[src/rtl/hbus_pkg.sv]
package hbus_pkg;
  typedef enum logic [1:0] {
    RG_RX   = 2'd0,
    RG_TX   = 2'd1,
    RG_REG  = 2'd2,
    RG_NONE = 2'd3
  } region_e;

  typedef enum logic [1:0] {
    K_IDLE = 2'd0,
    K_WR   = 2'd1,
    K_RD   = 2'd2
  } kind_e;
endpackage

[src/rtl/hbus_decode.sv]
module hbus_decode
  import hbus_pkg::*;
#(
  parameter int ADDR_W   = 16,
  parameter int TX_BASE  = 'h8000,
  parameter int REG_BASE = 'hFC00,
  parameter int REG_LAST = 'hFCFF
) (
  input  logic [ADDR_W-1:0] addr,
  output region_e           region
);
  localparam logic [ADDR_W-1:0] TXB = ADDR_W'(TX_BASE);
  localparam logic [ADDR_W-1:0] RGB = ADDR_W'(REG_BASE);
  localparam logic [ADDR_W-1:0] RGL = ADDR_W'(REG_LAST);

  always_comb begin
    if (addr < TXB)       region = RG_RX;
    else if (addr < RGB)  region = RG_TX;
    else if (addr <= RGL) region = RG_REG;
    else                  region = RG_NONE;
  end
endmodule

[src/rtl/hbus_qual.sv]
module hbus_qual
  import hbus_pkg::*;
#(
  parameter int BASE_CYC = 3,
  parameter int SLOW_CYC = 3
) (
  input  logic  clk,
  input  logic  rst,
  input  logic  slow,
  input  kind_e kind,
  output logic  fire
);
  localparam int MAXC  = BASE_CYC + SLOW_CYC;
  localparam int CNT_W = $clog2(MAXC + 1);

  logic [CNT_W-1:0] cnt, cnt_eff, need;
  kind_e prev;
  logic  armed;

  // consecutive-edge count restarts whenever the access kind changes
  always_comb begin
    need    = slow ? CNT_W'(MAXC) : CNT_W'(BASE_CYC);
    cnt_eff = (kind != prev) ? '0 : cnt;
    fire    = armed && (kind != K_IDLE) && (cnt_eff == need - CNT_W'(1));
  end

  always_ff @(posedge clk) begin
    if (rst) begin
      cnt   <= '0;
      prev  <= K_IDLE;
      armed <= 1'b1;
    end else begin
      prev <= kind;
      if (kind == K_IDLE) begin
        cnt   <= '0;
        armed <= 1'b1;
      end else begin
        cnt <= (cnt_eff < need) ? cnt_eff + CNT_W'(1) : cnt_eff;
        if (fire) armed <= 1'b0;
      end
    end
  end
endmodule

[src/rtl/hbus_slave.sv]
module hbus_slave
  import hbus_pkg::*;
#(
  parameter int ADDR_W   = 16,
  parameter int DATA_W   = 32,
  parameter int BASE_CYC = 3,
  parameter int SLOW_CYC = 3,
  parameter int TX_BASE  = 'h8000,
  parameter int REG_BASE = 'hFC00,
  parameter int REG_LAST = 'hFCFF
) (
  input  logic              clk,
  input  logic              rst,
  input  logic              slow_mode,
  input  logic              cs_n,
  input  logic              we_n,
  input  logic              oe_n,
  input  logic [ADDR_W-1:0] addr,
  input  logic [DATA_W-1:0] wdata,
  output logic [DATA_W-1:0] rdata,
  input  logic [DATA_W-1:0] rx_rdata,
  input  logic [DATA_W-1:0] tx_rdata,
  input  logic [DATA_W-1:0] reg_rdata,
  output logic [ADDR_W-1:0] req_addr,
  output logic [DATA_W-1:0] req_wdata,
  output logic              rx_wr,
  output logic              rx_rd,
  output logic              tx_wr,
  output logic              tx_rd,
  output logic              reg_wr,
  output logic              reg_rd
);
  kind_e   kind;
  region_e region;
  logic    fire;

  always_comb begin
    if (cs_n)       kind = K_IDLE;
    else if (!we_n) kind = K_WR;
    else if (!oe_n) kind = K_RD;
    else            kind = K_IDLE;
  end

  hbus_decode #(
    .ADDR_W(ADDR_W), .TX_BASE(TX_BASE), .REG_BASE(REG_BASE), .REG_LAST(REG_LAST)
  ) u_dec (
    .addr(addr), .region(region)
  );

  hbus_qual #(
    .BASE_CYC(BASE_CYC), .SLOW_CYC(SLOW_CYC)
  ) u_qual (
    .clk(clk), .rst(rst), .slow(slow_mode), .kind(kind), .fire(fire)
  );

  always_ff @(posedge clk) begin
    if (rst) begin
      rdata     <= '0;
      req_addr  <= '0;
      req_wdata <= '0;
      rx_wr     <= 1'b0;
      rx_rd     <= 1'b0;
      tx_wr     <= 1'b0;
      tx_rd     <= 1'b0;
      reg_wr    <= 1'b0;
      reg_rd    <= 1'b0;
    end else begin
      rx_wr  <= 1'b0;
      rx_rd  <= 1'b0;
      tx_wr  <= 1'b0;
      tx_rd  <= 1'b0;
      reg_wr <= 1'b0;
      reg_rd <= 1'b0;
      if (!cs_n) req_addr <= addr;
      if (fire && kind == K_WR) begin
        req_wdata <= wdata;
        case (region)
          RG_RX:   rx_wr  <= 1'b1;
          RG_TX:   tx_wr  <= 1'b1;
          RG_REG:  reg_wr <= 1'b1;
          RG_NONE: ;
        endcase
      end
      if (fire && kind == K_RD) begin
        case (region)
          RG_RX:   begin rx_rd  <= 1'b1; rdata <= rx_rdata;  end
          RG_TX:   begin tx_rd  <= 1'b1; rdata <= tx_rdata;  end
          RG_REG:  begin reg_rd <= 1'b1; rdata <= reg_rdata; end
          RG_NONE: rdata <= '0;
        endcase
      end
    end
  end
endmodule

[config.mk]
export PLATFORM = sky130hd
export DESIGN_NAME = hbus_slave
export DESIGN_NICKNAME = d
export VERILOG_FILES = /design/src/rtl/hbus_pkg.sv /design/src/rtl/hbus_decode.sv /design/src/rtl/hbus_qual.sv /design/src/rtl/hbus_slave.sv
export SDC_FILE = /design/constraint.sdc
export NUM_CORES = 1
export LEC_CHECK = 0
export BUFFER_PORTS_ARGS = -buffer_cell sky130_fd_sc_hd__buf_2
export CAP_MARGIN = 40
export CORE_MARGIN = 2
export CORE_UTILIZATION = 40
export CTS_CLUSTER_SIZE = 20
export DETAILED_ROUTE_END_ITERATION = 10
export HOLD_SLACK_MARGIN = 0.02
export PLACE_DENSITY = 0.88
export SYNTH_ARGS = -nofsm -noshare
export SYNTH_HDL_FRONTEND = slang
export SYNTH_SLANG_ARGS = --single-unit
[constraint.sdc]
create_clock -name clk -period 2.55 [get_ports clk]
set_clock_uncertainty 0.15 [all_clocks]
set_input_delay 0.1275 -clock clk [delete_from_list [all_inputs] [get_ports clk]]
set_output_delay 0.1275 -clock clk [all_outputs]
set_load 0.05 [all_outputs]
# After elaboration in Yosys (flattened, before gate mapping)
# Cells that the tools add are included.
# W data, S select, Z words.
word_totals:
  ff_bits: 92
  input_bits: 150
classes:
  add_sub_neg: 2
  n_lt_le_gt_ge: 4
  eq_ne: 7
  mux: 13
  bitwise_logic: 2
  n_reduce_logical: 10
op_table:
  columns: ["op", "n"]
  rows:
  - ["$pmux W32 S4", 1]
  - ["$lt A16 B16 Y1 const B", 2]
  - ["$le A16 B16 Y1 const B", 1]
  - ["$mux W2", 5]
  - ["$mux W3", 3]
  - ["$eq A2 B2 Y1 const B", 3]
  - ["$reduce_or A2 Y1", 3]
  - ["$eq A2 B1 Y1 const B", 2]
  - ["$logic_and A1 B1 Y1", 4]
  - ["$logic_not A2 Y1", 2]
  - ["$mux W1", 4]
  - ["$add A3 B1 Y3 const B", 1]
  - ["$eq A3 B3 Y1", 1]
  - ["$lt A3 B3 Y1", 1]
  - ["$sub A3 B1 Y3 const B", 1]
  - ["$ne A2 B2 Y1", 1]
  - ["$not A1 Y1", 2]
  - ["$reduce_bool A2 Y1", 1]

# Depth between registers and ports, before layout
# Gate-level depths: netlist (run 1).
depth:
  word_depth: 10
  ltp_mapped: 12
  mapped_depth_nobuf: 10

# Modules after synthesis
# From an unflattened synthesis (run 1), not the netlist that was laid out.
unflattened:
  cells_unflattened: 410
  hier_area_um2: 4289.1
by_module_without_submodules:
  columns: ["mod", "n_inst", "cells_each", "area_each_um2", "seq_area_each_um2"]
  rows:
  - ["hbus_slave", 1, 359, 3871.2, 1721.7]
  - ["hbus_qual", 1, 46, 389.1, 120.1]
  - ["hbus_decode", 1, 5, 28.8, 0.0]

# Worst setup path before layout (run 1)
# OpenSTA, ideal clock, no wires.
synth_path:
  kind: "reg-to-reg"
  startpoint: "register u_qual.prev[0]"
  endpoint: "register rdata[0]"
  arrival_ps: 2518
  required_time_ps: 2272
  slack_ps: -245
  stages_incl_launch_ff: 11
  n_path_buf: 2
  synth_period_minus_slack_ps: 2795
  cell_sequence: "dfxtp_1 > or3b_4 > a21oi_1 > o21ai_0 > ha_1 > nand4bb_1 > buf_2 > nor3_1 > mux2i_1 > clkbuf_1 > o21ai_1"
synth_between:
  elab_chain_cells: 5
synth_lines:
  columns: ["item", "line_no", "rtl"]
  rows:
  - ["from (decl)", "hbus_qual.sv:17", "kind_e prev;"]
  - ["from (signal assigned)", "hbus_qual.sv:33", "prev <= kind;"]
  - ["$ne A2 B2 Y1", "hbus_qual.sv:23", "cnt_eff = (kind != prev) ? '0 : cnt;"]
  - ["$mux W3", "hbus_qual.sv:23", null]
  - ["$eq A3 B3 Y1", "hbus_qual.sv:24", "fire = armed && (kind != K_IDLE) && (cnt_eff == need - CNT_W'(1));"]
  - ["$logic_and A1 B1 Y1", "hbus_qual.sv:24", null]
  - ["$logic_and A1 B1 Y1", "hbus_slave.sv:84", "if (fire && kind == K_RD) begin"]
  - ["to (signal assigned)", "hbus_slave.sv:86", "RG_RX: begin rx_rd <= 1'b1; rdata <= rx_rdata; end"]
  - ["to (signal assigned)", "hbus_slave.sv:87", "RG_TX: begin tx_rd <= 1'b1; rdata <= tx_rdata; end"]
  - ["to (signal assigned)", "hbus_slave.sv:88", "RG_REG: begin reg_rd <= 1'b1; rdata <= reg_rdata; end"]
  - ["to (decl)", "hbus_slave.sv:20", "output logic [DATA_W-1:0] rdata,"]
# No other way between the ends.
# A chain may end at the register's enable or synchronous reset.

# Worst setup path in the final report (run 1)
layout_path:
  startpoint: "register u_qual.prev[0]"
  endpoint: "register rdata[7]"
# Same word-level chain as after synthesis.

==> run summary, run 1 <==
Layout
• 0 — antenna diode instance count
• 75.0% — post-synthesis to final-layout area growth
• 39.5% — proportion of layout cells with a drive suffix above 1
• 1008 — Total Nets Final
• 686 — Layout fillers
• 996 — Post-Layout Cell Count

Setup path
• 2.79 ns — Arrival @ worst endpoint
• buf_12 — cell mode on critical path
• register — critical path endpoint category
• or3b_4 — cell with the largest stage delay on the worst path
• -0.15 ns — setup slack of the most critical reg-to-reg path
• 9 — CP max FO
• reg -> reg — critical path type
• rdata[7] — destination of the critical timing path
• register — Setup crit start kind
• 0.40 ns — largest stage delay on the critical path
• 2.64 ns — required time at the worst-slack endpoint
• 12 — Crit path depth
• 3 — worst path bufs/invs
• rdata[7] — Reg-to-Reg End
• 12 — R2R cell count
• or3b_4 > a21oi_4 > o21ai_4 > ha_4 > nand4bb_4 > buf_6 > nor3_4 > mux2i_4 > buf_12 > buf_12 > nand3b_1 > o21ai_2 — cell chain of the critical path
• simple AND/OR/NAND/NOR gates — kind of cell adding the most delay to the critical path
• u_qual.prev[0] — reg2reg start
• u_qual.prev[0] — startpoint of the worst setup timing path

Timing
• -0.146 ns — Worst Slack Setup Final
• 0 — number of endpoints with negative hold slack in the final report
• 65 — final-report setup violation count
• yes — RSZ-0062 raised after global routing
• 0.677 ns — transition time of the tightest slew-check pin
• -6.64 ns — final-layout setup total negative slack
• 0 — Final Max Slew Viols
• 371 MHz — maximum achievable frequency
• 106% — portion of the clock cycle consumed by the worst path in the final layout
• 2.70 ns — Final min period
• 54.9% — Slew Limit Headroom
• 0.0428 ns — tightest hold margin

Floorplanning
• 106 µm — Die Width
• 40.8% — Starting Density
• 11300 µm² — die area
• 106 µm — vertical die dimension
• 37 — Placement Rows
• 236 — I/O pin total
• 10200 µm² — placeable core region

Run status
• finished with violations — outcome
• negative setup slack — violations in the final reports

Drt
• 0 — residual antenna-violating net count after detailed routing
• 17.2 µm — wire per inst
• 5363 — Vias
• 5.38 — Via-to-Cell Ratio
• 6 — count of TritonRoute iterations in the first routing pass
• 422 — DRT iter0 DRCs
• 0 — DRC violation count after routing
• 17100 µm — routed wire length

Clocking
• 9 — TritonCTS buffer count
• 0.35 ns — clock network latency to the later pin of the worst-skew pair
• 2 — Clock Path Buffers
• 92 — Sink Count
• clkbuf_8 — root buffer cell
• done — CTS tree
• 0.11 ns — Clock Pin Slew Worst Setup and Hold Paths
• 3 — number of H-tree levels

Power
• 0.00336 µW — Static Leakage
• 435 nW/µm² — pwr/cell area
• 0.307 mV — VDD IR max

Global route
• 24800 µm — global-route wire length before repair
• 0 — GR Overflow Total
• 27.2% — global routing usage summed across all routing layers
• 5171 — number of global-route vias before repair
• 69 — pin count of the biggest net entering global routing
• 0 — antenna violations before repair

Flow run
• 0 — # Max-Cap Violations

Logic synthesis
• 670 — Mapped Nets
• 517 — gate count of the mapped netlist
• 8.07 µm² — average cell area after synthesis
• 4170 µm² — combined area of all synthesized cells
• 44.1% — sequential fraction of the synthesis area
• 0 — yosys warns
• 92 — number of register bits inferred by synthesis
• 33 — count of cell types in the netlist

Placed design
• 0.846 — global placer's final weighted congestion
• 865 — number of cells after detailed placement
• 9090 µm — total half-perimeter wirelength after legalization and detailed placement
• 235 — count of input and output buffers

Min path
• in -> reg — worst hold path class

how the worst min path moves through the flow:
stage | from | to | slack (ns) | cells past startpoint
floorplan | wdata[10] | req_wdata[10] | 0.11 | 2
global placement | addr[6] | req_addr[6] | 0.21 | 3
detailed placement | addr[6] | req_addr[6] | 0.22 | 3
CTS | reg_rdata[8] | rdata[8] | 0.02 | 4
global route | tx_rdata[4] | rdata[4] | 0.04 | 4
finish | tx_rdata[4] | rdata[4] | 0.04 | 4
metrics by stage:
step	utilization, %	setup WS (ns)	cell area [µm²]	power [µW]
after floorplan	-	0.00210	4250	1790
after global placement	54.7	-0.0224	5600	1980
after detailed placement	54.7	-0.180	5600	1980
after global routing	71.4	-0.216	7300	3300
final	71.4	-0.146	7300	3180
after CTS	67.1	-0.0860	6870	3130
tightest hold or removal path, delay by kind of cell:
kind / cells / cell delay, ns
compound gates: 2 / 0.22
simple gates: 1 / 0.04
buf+inv: 1 / 0.10
layer usage:
layer / wire [µm] / share of wire, % / GRT usage [%] / vias to the layer above
met5: 0 / 0 / 0 / -
met4: 607 / 3.5 / 13.2 / 0
met3: 1490 / 8.7 / 6.93 / 54
met2: 8510 / 50 / 48.2 / 326
met1: 6490 / 38 / 30.2 / 2488
li1: - / - / - / 2495
flip-flops by register name (all words and copies together) (netlist names):
| register | flops |
|---|---|
| tx_rd | 1 |
| rdata | 32 |
| reg_wr | 1 |
| req_wdata | 32 |
| tx_wr | 1 |
| rx_wr | 1 |
| u_qual.cnt | 3 |
| reg_rd | 1 |
| u_qual.prev | 2 |
| u_qual.armed | 1 |
| rx_rd | 1 |
| req_addr | 16 |
cell usage in the layout (no fill, tap or decap), types with 3 or more instances in the layout:
| cell type | netlist | final |
|---|---|---|
| a21oi_1 | 36 | 17 |
| a21oi_2 | 0 | 18 |
| a311o_1 | 32 | 32 |
| buf_12 | 0 | 6 |
| buf_2 | 11 | 234 |
| buf_4 | 0 | 22 |
| buf_6 | 0 | 6 |
| clkbuf_16 | 0 | 5 |
| clkbuf_8 | 0 | 9 |
| dfxtp_1 | 92 | 91 |
| dlygate4sd3_1 | 0 | 100 |
| inv_1 | 8 | 7 |
| inv_6 | 0 | 3 |
| mux2i_1 | 19 | 17 |
| nand2_1 | 98 | 88 |
| nand2_2 | 0 | 4 |
| nand2_4 | 0 | 6 |
| nand3_1 | 33 | 33 |
| nand3b_1 | 32 | 32 |
| nor2_1 | 51 | 50 |
| nor3_4 | 0 | 5 |
| nor4_1 | 8 | 8 |
| o21ai_1 | 32 | 29 |
| o21ai_2 | 0 | 4 |
Yosys cell counts, drive strengths merged:
cell     count  area share [%]
a2111oi      1            0.21
a211o        1            0.21
a21oi       37             4.7
a221oi       1            0.21
a311o       32             7.7
a311oi       1            0.21
and3         2            0.30
and4         1            0.21
buf         13             1.5
clkbuf      33             3.0
dfxtp       92              44
ha           3            0.90
inv          8            0.72
mux2         1            0.27
mux2i       19             4.6
nand2       98             8.8
nand2b       2            0.30
nand3       33             4.0
nand3b      32             5.8
nand4bb      2            0.54
nor2        51             4.6
nor3         5            0.60
nor4         8             1.2
o21a         1            0.18
o21ai       34             4.1
o22a         1            0.21
or3          2            0.30
or3b         1            0.27
xnor2        1            0.21
xor2         1            0.21
power by group:
| group | switching, µW | total (µW) | internal (µW) |
|---|---|---|---|
| Combinational | 345 | 673 | 328 |
| Clock | 552 | 1020 | 470 |
| Sequential | 16.3 | 1480 | 1470 |
final cells by class:
| type | instances | area, µm² | share of cell area [%] |
|---|---|---|---|
| Tap cell | 136 | 170 | 2.33 |
| Clock buffer | 9 | 124 | 1.70 |
| Clock inverter | 7 | 80.1 | 1.10 |
| Sequential cell | 92 | 1840 | 25.2 |
| Inverter | 8 | 30.0 | 0.411 |
| Timing Repair Buffer | 373 | 2650 | 36.3 |
| Multi-Input combinational cell | 371 | 2410 | 32.9 |
cells by family after synthesis:
group,count (synthesis),share of synthesized area [%]
AO/OA/AOI/OAI,109,17.7
XOR/XNOR,2,0.420
adder cells (fa/ha/maj),3,0.900
buffers and inverters,54,5.19
flip-flops,92,44.1
multiplexers,20,4.83
AND/OR/NAND/NOR,237,26.8
repair_timing:
| item | 4_1_cts | 5_1_grt |
|---|---|---|
| hold endpoints to repair | 76 | 0 |
| buffers inserted | 1 | 7 |
| pin swaps | 0 | 19 |
| hold buffers | 100 | 0 |
| setup endpoints to repair | 65 | 69 |
| resized for setup | 10 | 49 |
| cloned | 0 | 7 |
Note: power is estimated with default switching activity, not from simulation.
==> run 2: changes to the inputs <==
Settings changed: CORE_UTILIZATION 40 to 44, PLACE_DENSITY 0.88 to 0.91.
Clock period 2.55 ns to 2.51 ns, I/O delays scaled along.
==> run 2 against run 1 <==
The flow still finishes with violations (negative setup slack). First-iteration DRC count shrank 33%. Via count grew 4.7%. Combinational power grew 3%. Wire length grew 8.7%. Critical path depth shrank 1. Global-route usage grew 5.7 points. Maximum frequency shrank 1.1%. Clock-buffer cell count grew 1. Sequential share of layout area shrank 0.069 points.
==> run summary, run 2 (same netlist as run 1, synthesis figures left out) <==
Floorplanning
• 101 µm — vertical die dimension, -4.5%
• 101 µm — Die Width, -4.5%
• 35 — Placement Rows, -5.4%
• 45.2% — Starting Density, +4.4 points
• 236 — I/O pin total, unchanged
• 9240 µm² — placeable core region, -9.7%
• 10300 µm² — die area, -8.8%

Layout
• 234 x buf_2, 118 x dlygate4sd3_1, 93 x nand2_1, 91 x dfxtp_1, 50 x nor2_1 — leading cell types in the layout, fill and taps excluded
• rdata (32), req_wdata (32), req_addr (16) — registers with the highest flip-flop counts
• 1840 µm² — area of all sequential standard cells, unchanged
• buf_2 — most common cell after layout, fill and taps aside
• 75.5% — post-synthesis to final-layout area growth
• 510 — Layout fillers, -26%
• 1024 — Total Nets Final, +1.6%
• 2300 µm² — area of the multi-input gates, -4.3%
• 0 — antenna diode instance count, unchanged
• 37.1% — proportion of layout cells with a drive suffix above 1, -2.4 points

Flow run
• 0 — # Max-Cap Violations, unchanged

Min path
• in -> reg — worst hold path class

Drt
• 284 — DRT iter0 DRCs, -33%
• 5614 — Vias, +4.7%
• 0 — residual antenna-violating net count after detailed routing, unchanged
• 18600 µm — routed wire length, +8.7%
• 0 — DRC violation count after routing, unchanged
• 18.5 µm — wire per inst, +7.7%
• 5 — count of TritonRoute iterations in the first routing pass, -1
• 5.59 — Via-to-Cell Ratio, +3.7%

Setup path
• buf_6 — cell mode on critical path
• register — critical path endpoint category
• or3b_4 — cell with the largest stage delay on the worst path
• or3b_4 > a21oi_4 > o21ai_2 > ha_1 > nand4bb_1 > buf_6 > nor3_4 > mux2_4 > buf_6 > nand2_1 > a21oi_1 — cell chain of the critical path
• reg -> reg — critical path type
• 7 — CP max FO, -2
• 2.85 ns — Arrival @ worst endpoint, +0.06 ns
• 2.63 ns — required time at the worst-slack endpoint, about the same
• 0.40 ns — largest stage delay on the critical path, about the same
• register — Setup crit start kind

Power
• 3160 µW — post-route total power, -0.63%
• 0.277 mV — VDD IR max, -9.8%
• 431 nW/µm² — pwr/cell area, -0.90%
• 0.00337 µW — Static Leakage, +0.51%

Timing
• 367 MHz — maximum achievable frequency, -1.1%
• 0 — number of endpoints with negative hold slack in the final report, unchanged
• 0.0485 ns — tightest hold margin, +0.00572 ns
• -0.215 ns — Worst Slack Setup Final, -0.0695 ns
• 64 — final-report setup violation count, -1.5%
• 109% — portion of the clock cycle consumed by the worst path in the final layout, +2.9 points
• yes — RSZ-0062 raised after global routing
• 0 — Final Max Slew Viols, unchanged
• 2.73 ns — Final min period, +0.0295 ns
• 57.5% — Slew Limit Headroom, +2.6 points
• 0.638 ns — transition time of the tightest slew-check pin, -0.0389 ns

Clocking
• 9 — TritonCTS buffer count, unchanged
• 0.35 ns — clock network latency to the later pin of the worst-skew pair, about the same
• 2 — Clock Path Buffers, unchanged
• 0.10 ns — Clock Pin Slew Worst Setup and Hold Paths, about the same
• clkbuf_8 — root buffer cell
• 3 — number of H-tree levels, unchanged
• done — CTS tree
• 92 — Sink Count, unchanged

Global route
• 65 — pin count of the biggest net entering global routing, -5.8%
• 5449 — number of global-route vias before repair, +5.4%
• 26600 µm — global-route wire length before repair, +7.1%
• 0 — antenna violations before repair, unchanged
• 32.9% — global routing usage summed across all routing layers, +5.7 points
• 0 — GR Overflow Total, unchanged

Placed design
• 0.822 — global placer's final weighted congestion, -2.8%
• 8750 µm — total half-perimeter wirelength after legalization and detailed placement, -3.7%
• 235 — count of input and output buffers, unchanged

Run status
• finished with violations — outcome
• negative setup slack — violations in the final reports

[run 2: path summary, 6_finish.rpt]
path	to	slack, ns	startpoint	cells after the start
worst max register to register	req_wdata[4]	-0.22	u_qual.prev[0]	11
worst min register to register	req_wdata[22]	0.31	req_wdata[22]	2
worst max-delay path	req_wdata[4]	-0.22	u_qual.prev[0]	11
worst min-delay path	rdata[28]	0.05	reg_rdata[28]	4
[run 2: per-stage QoR]
stage          instance area, µm²  util (%)  cells  setup slack (ns)  TNS (ns)
2_1_floorplan                4280         -    517         -0.000658   -0.0144
3_3_place_gp                 5610      60.7    858            0.0124         0
3_5_place_dp                 5610      60.7    858           -0.0876     -4.39
4_1_cts                      7080      76.6    996           -0.0881     -3.49
5_1_grt                      7320      79.3   1005            -0.337    -14.09
6_report                     7320      79.3   1005            -0.215     -7.65
[run 2: power breakdown]
part | leakage [µW] | internal (µW) | switching (µW) | total, µW
Combinational | 0.00254 | 337 | 355 | 692
Clock | 0.0000873 | 382 | 576 | 959
Sequential | 0.000746 | 1490 | 16.2 | 1500
[run 2: critical path: cells and delay by family (launching register included)]
| family | cells | cell delay (ns) |
|---|---|---|
| buffers and inverters | 2 | 0.33 |
| multiplexers | 1 | 0.24 |
| AO/OA/AOI/OAI | 3 | 0.44 |
| flip-flops | 1 | 0.35 |
| adder cells (fa/ha/maj) | 1 | 0.31 |
| AND/OR/NAND/NOR | 4 | 0.83 |
[run 2: what timing repair did]
| action | 4_1_cts | 5_1_grt |
|---|---|---|
| cloned | 2 | 5 |
| endpoints found under the hold margin | 83 | 0 |
| endpoints found under the setup margin | 64 | 67 |
| hold buffers | 118 | 0 |
| setup buffers | 2 | 4 |
| resized for setup | 9 | 28 |
| pin swaps | 1 | 9 |
[run 2: metal layers]
metal,routed length (µm),track usage [%]
met5,0,0
met3,1900,8.49
met4,1020,18.4
met1,6700,35.9
met2,8960,57.9
[run 2: final cells by class]
cell class,count,share of cell area (%)
inverter,8,0.410
clock inverter,6,0.752
clock buffer,10,1.74
tap,129,2.20
sequential,92,25.2
multi-input combinational,371,31.4
timing repair buffer,389,38.3
==> run 3: changes to the inputs <==
Settings changed: ABC_AREA set to 1, CORE_UTILIZATION 44 to 45, PLACE_DENSITY 0.91 to 0.92, SYNTH_HIERARCHICAL set to 1.
==> run 3 against run 2 <==
Sequential cell count unchanged. Hold slack worse by 0.016 ns. The flow now finishes without violations. Setup slack better by 0.27 ns. Power fell by 1.3%. Sequential power about the same. Synthesized cell count up 24%. First-iteration DRC count down 19%. Maximum frequency is 11% higher. Via count rose by 3.8%. Non-clock buffer count is 12 lower. Highest routed layer unchanged.
==> run summary, run 3 <==
Logic synthesis
• 172 x nor2_1, 113 x nand2_1, 99 x nand3_1, 92 x dfxtp_1, 47 x inv_1 — top cell types by occurrence after synthesis
• dfxtp_1 — main flop type after synthesis
• 0.375% — xor/xnor cell area share of the yosys netlist, -0.045 points
• 643 — gate count of the mapped netlist, +24%
• 39.5% — area fraction in and, or, nand and nor cells after synthesis, +13 points
• 0 — Post-synth EDFFs, unchanged
• simple AND/OR/NAND/NOR gates — dominant combinational cell family by area after synthesis
• 0% — multiplexer share of the synthesized area, -4.8 points
• 42.4% — top cell type's share of synthesized area, -1.7 points
• 27 — count of cell types in the netlist, -18%
• 6.25% — compound-cell area share of the yosys netlist, -11 points
• 42.4% — sequential fraction of the synthesis area, -1.7 points
• 92 — number of register bits inferred by synthesis, unchanged
• dfxtp_1 — most area-hungry cell type in the Yosys netlist
• 4340 µm² — combined area of all synthesized cells, +4.1%
• dfxtp_1 42%, nor2_1 15%, nand3_1 11% — largest cells by area after synthesis
• 6.75 µm² — average cell area after synthesis, -16%
• 0.864% — arithmetic-cell share of the synthesized area counting full adders, half adders and majority gates, -0.035 points
• 0% — share of synthesized flip-flops with an asynchronous set or reset, unchanged
• nor2_1 — cell with the most instances after synthesis
• 796 — Mapped Nets, +19%
• 6 — yosys warns, +6

Drt
• 17600 µm — routed wire length, -5.6%
• 229 — DRT iter0 DRCs, -19%
• 5.18 — Via-to-Cell Ratio, -7.2%
• 15.6 µm — wire per inst, -16%
• 0 — residual antenna-violating net count after detailed routing, unchanged
• 5 — count of TritonRoute iterations in the first routing pass, unchanged
• 5826 — Vias, +3.8%
• 0 — DRC violation count after routing, unchanged

Run status
• finished clean — outcome

Setup path
• rdata[24] — Reg-to-Reg End
• 0.10 ns — setup slack of the most critical reg-to-reg path, +0.32 ns
• buffers and inverters — kind of cell adding the most delay to the critical path
• addr[10] — startpoint of the worst setup timing path
• 2.59 ns — Arrival @ worst endpoint, -0.26 ns
• 15 — R2R cell count, +4
• nor2_1 — cell mode on critical path
• 26 — CP max FO, +19
• 0.57 ns — largest stage delay on the critical path, +0.17 ns
• dlygate4sd3_1 > buf_2 > nand2_1 > nor2_1 > a21oi_4 > nor2_4 > buf_12 > nand2_1 > nand3_1 > dlygate4sd3_1 > nor2_1 > nor2_1 — cell chain of the critical path
• 4 — worst path bufs/invs, +2
• input pin — Setup crit start kind
• register — critical path endpoint category
• in -> reg — critical path type
• 2.65 ns — required time at the worst-slack endpoint, +0.02 ns
• u_qual/prev[0] — reg2reg start
• dlygate4sd3_1 — cell with the largest stage delay on the worst path

Floorplanning
• 102 µm — vertical die dimension, +0.84%
• 46.8% — Starting Density, +1.6 points
• 236 — I/O pin total, unchanged
• 10500 µm² — die area, +1.7%
• 102 µm — Die Width, +0.84%
• 35 — Placement Rows, unchanged
• 9280 µm² — placeable core region, +0.47%

Flow run
• 0 — # Max-Cap Violations, unchanged

Layout
• 31.7% — proportion of layout cells with a drive suffix above 1, -5.4 points
• 77.2% — final core utilization, -2.1 points
• buf_2 — most common cell after layout, fill and taps aside
• 65.0% — post-synthesis to final-layout area growth
• 235 x buf_2, 169 x nor2_1, 113 x dlygate4sd3_1, 112 x nand2_1, 98 x nand3_1 — leading cell types in the layout, fill and taps excluded
• 1143 — Total Nets Final, +12%
• 2100 µm² — area of the multi-input gates, -8.6%
• 588 — Layout fillers, +15%
• 1124 — Post-Layout Cell Count, +12%
• 1840 µm² — area of all sequential standard cells, about the same
• 0 — antenna diode instance count, unchanged
• rdata (32), req_wdata (32), req_addr (16) — registers with the highest flip-flop counts

Clocking
• 3 — number of H-tree levels, unchanged
• 92 — Sink Count, unchanged
• 9 — TritonCTS buffer count, unchanged
• clkbuf_8 — root buffer cell
• 0.10 ns — Clock Pin Slew Worst Setup and Hold Paths, about the same
• 2 — Clock Path Buffers, unchanged
• done — CTS tree
• 0.35 ns — clock network latency to the later pin of the worst-skew pair, about the same

Global route
• 0 — GR Overflow Total, unchanged
• 25600 µm — global-route wire length before repair, -3.5%
• 31.2% — global routing usage summed across all routing layers, -1.7 points
• 0 — antenna violations before repair, unchanged
• 46 — pin count of the biggest net entering global routing, -29%
• 5560 — number of global-route vias before repair, +2.0%

Timing
• 0 — Final Max Slew Viols, unchanged
• 0 — number of endpoints with negative hold slack in the final report, unchanged
• 97.7% — portion of the clock cycle consumed by the worst path in the final layout, -11 points
• 0.0329 ns — tightest hold margin, -0.0155 ns
• 408 MHz — maximum achievable frequency, +11%
• 0 — final-report setup violation count, -100%
• 0.551 ns — transition time of the tightest slew-check pin, -0.0871 ns
• 2.45 ns — Final min period, -0.272 ns
• 63.2% — Slew Limit Headroom, +5.8 points

Min path
• 5 — Hold Path Stages, +1
• rdata[0] — hold endpoint
• tx_rdata[0] — launch instance of the worst min-delay path
• in -> reg — worst hold path class

Power
• 0.356 mV — VDD IR max, +28%
• 435 nW/µm² — pwr/cell area, +0.85%
• 0.00373 µW — Static Leakage, +11%

Placed design
• 0.823 — global placer's final weighted congestion, about the same
• 9540 µm — total half-perimeter wirelength after legalization and detailed placement, +9.0%
• 983 — number of cells after detailed placement, +15%
• 235 — count of input and output buffers, unchanged

[run 3: worst min-delay path: stages]
cell,delay [ns]
buf_2,0.07
nand3_1,0.06
nand3_1,0.10
nor2_1,0.07
nor2_1,0.07
[run 3: power by group]
group	internal, µW	switching [µW]
Clock	376	565
Combinational	321	349
Sequential	1490	15.0
Total	2190	929
[run 3: routing by layer]
layer / share of wire, % / GRT usage, % / routed length [µm]
met3: 7.6 / 8.21 / 1330
met4: 6.2 / 19.5 / 1100
met5: 0 / 0 / 0
met1: 35 / 31.9 / 6070
met2: 52 / 56.5 / 9060
[run 3: final cells by class]
type / count / area share [%]
Clock buffer: 9 / 1.73
Sequential cell: 92 / 25.7
Tap cell: 129 / 2.25
Multi-Input combinational cell: 456 / 29.3
Clock inverter: 7 / 0.803
Timing Repair Buffer: 377 / 37.2
Inverter: 54 / 2.97
[run 3: repair_timing]
action                                 CTS  global route
hold buffers                           113             0
endpoints found under the hold margin   86             0
resized for setup                        0            21
setup endpoints to repair                0            69
buffers inserted                         0             8
[run 3: logic make-up (layout without fill, tap and decap cells)]
logic type,count (synthesis),after routing
adder cells (fa/ha/maj),3,3
XOR/XNOR,1,1
AND/OR/NAND/NOR,399,399
AO/OA/AOI/OAI,53,53
buffers and inverters,95,447
flip-flops,92,92
[run 3: per-stage QoR]
step,setup WS (ns),setup TNS [ns],power (µW),cell area (µm²)
floorplan,0.00584,0,1810,4350
global placement,0.120,0,2000,5620
detailed placement,0.00941,0,2000,5620
CTS,0.0341,0,3080,6930
global route,-0.0469,-0.219,3240,7170
finish,0.0570,0,3110,7170
[run 3: worst max path at each step]
stage,end,slack [ns],depth (start not counted)
6_report,rdata[11],0.06,12
4_1_cts,req_wdata[30],0.03,11
5_1_grt,rdata[24],-0.05,15
3_5_place_dp,req_wdata[30],0.009,17
3_3_place_gp,rdata[17],0.12,15
2_1_floorplan,rdata[10],0.006,16
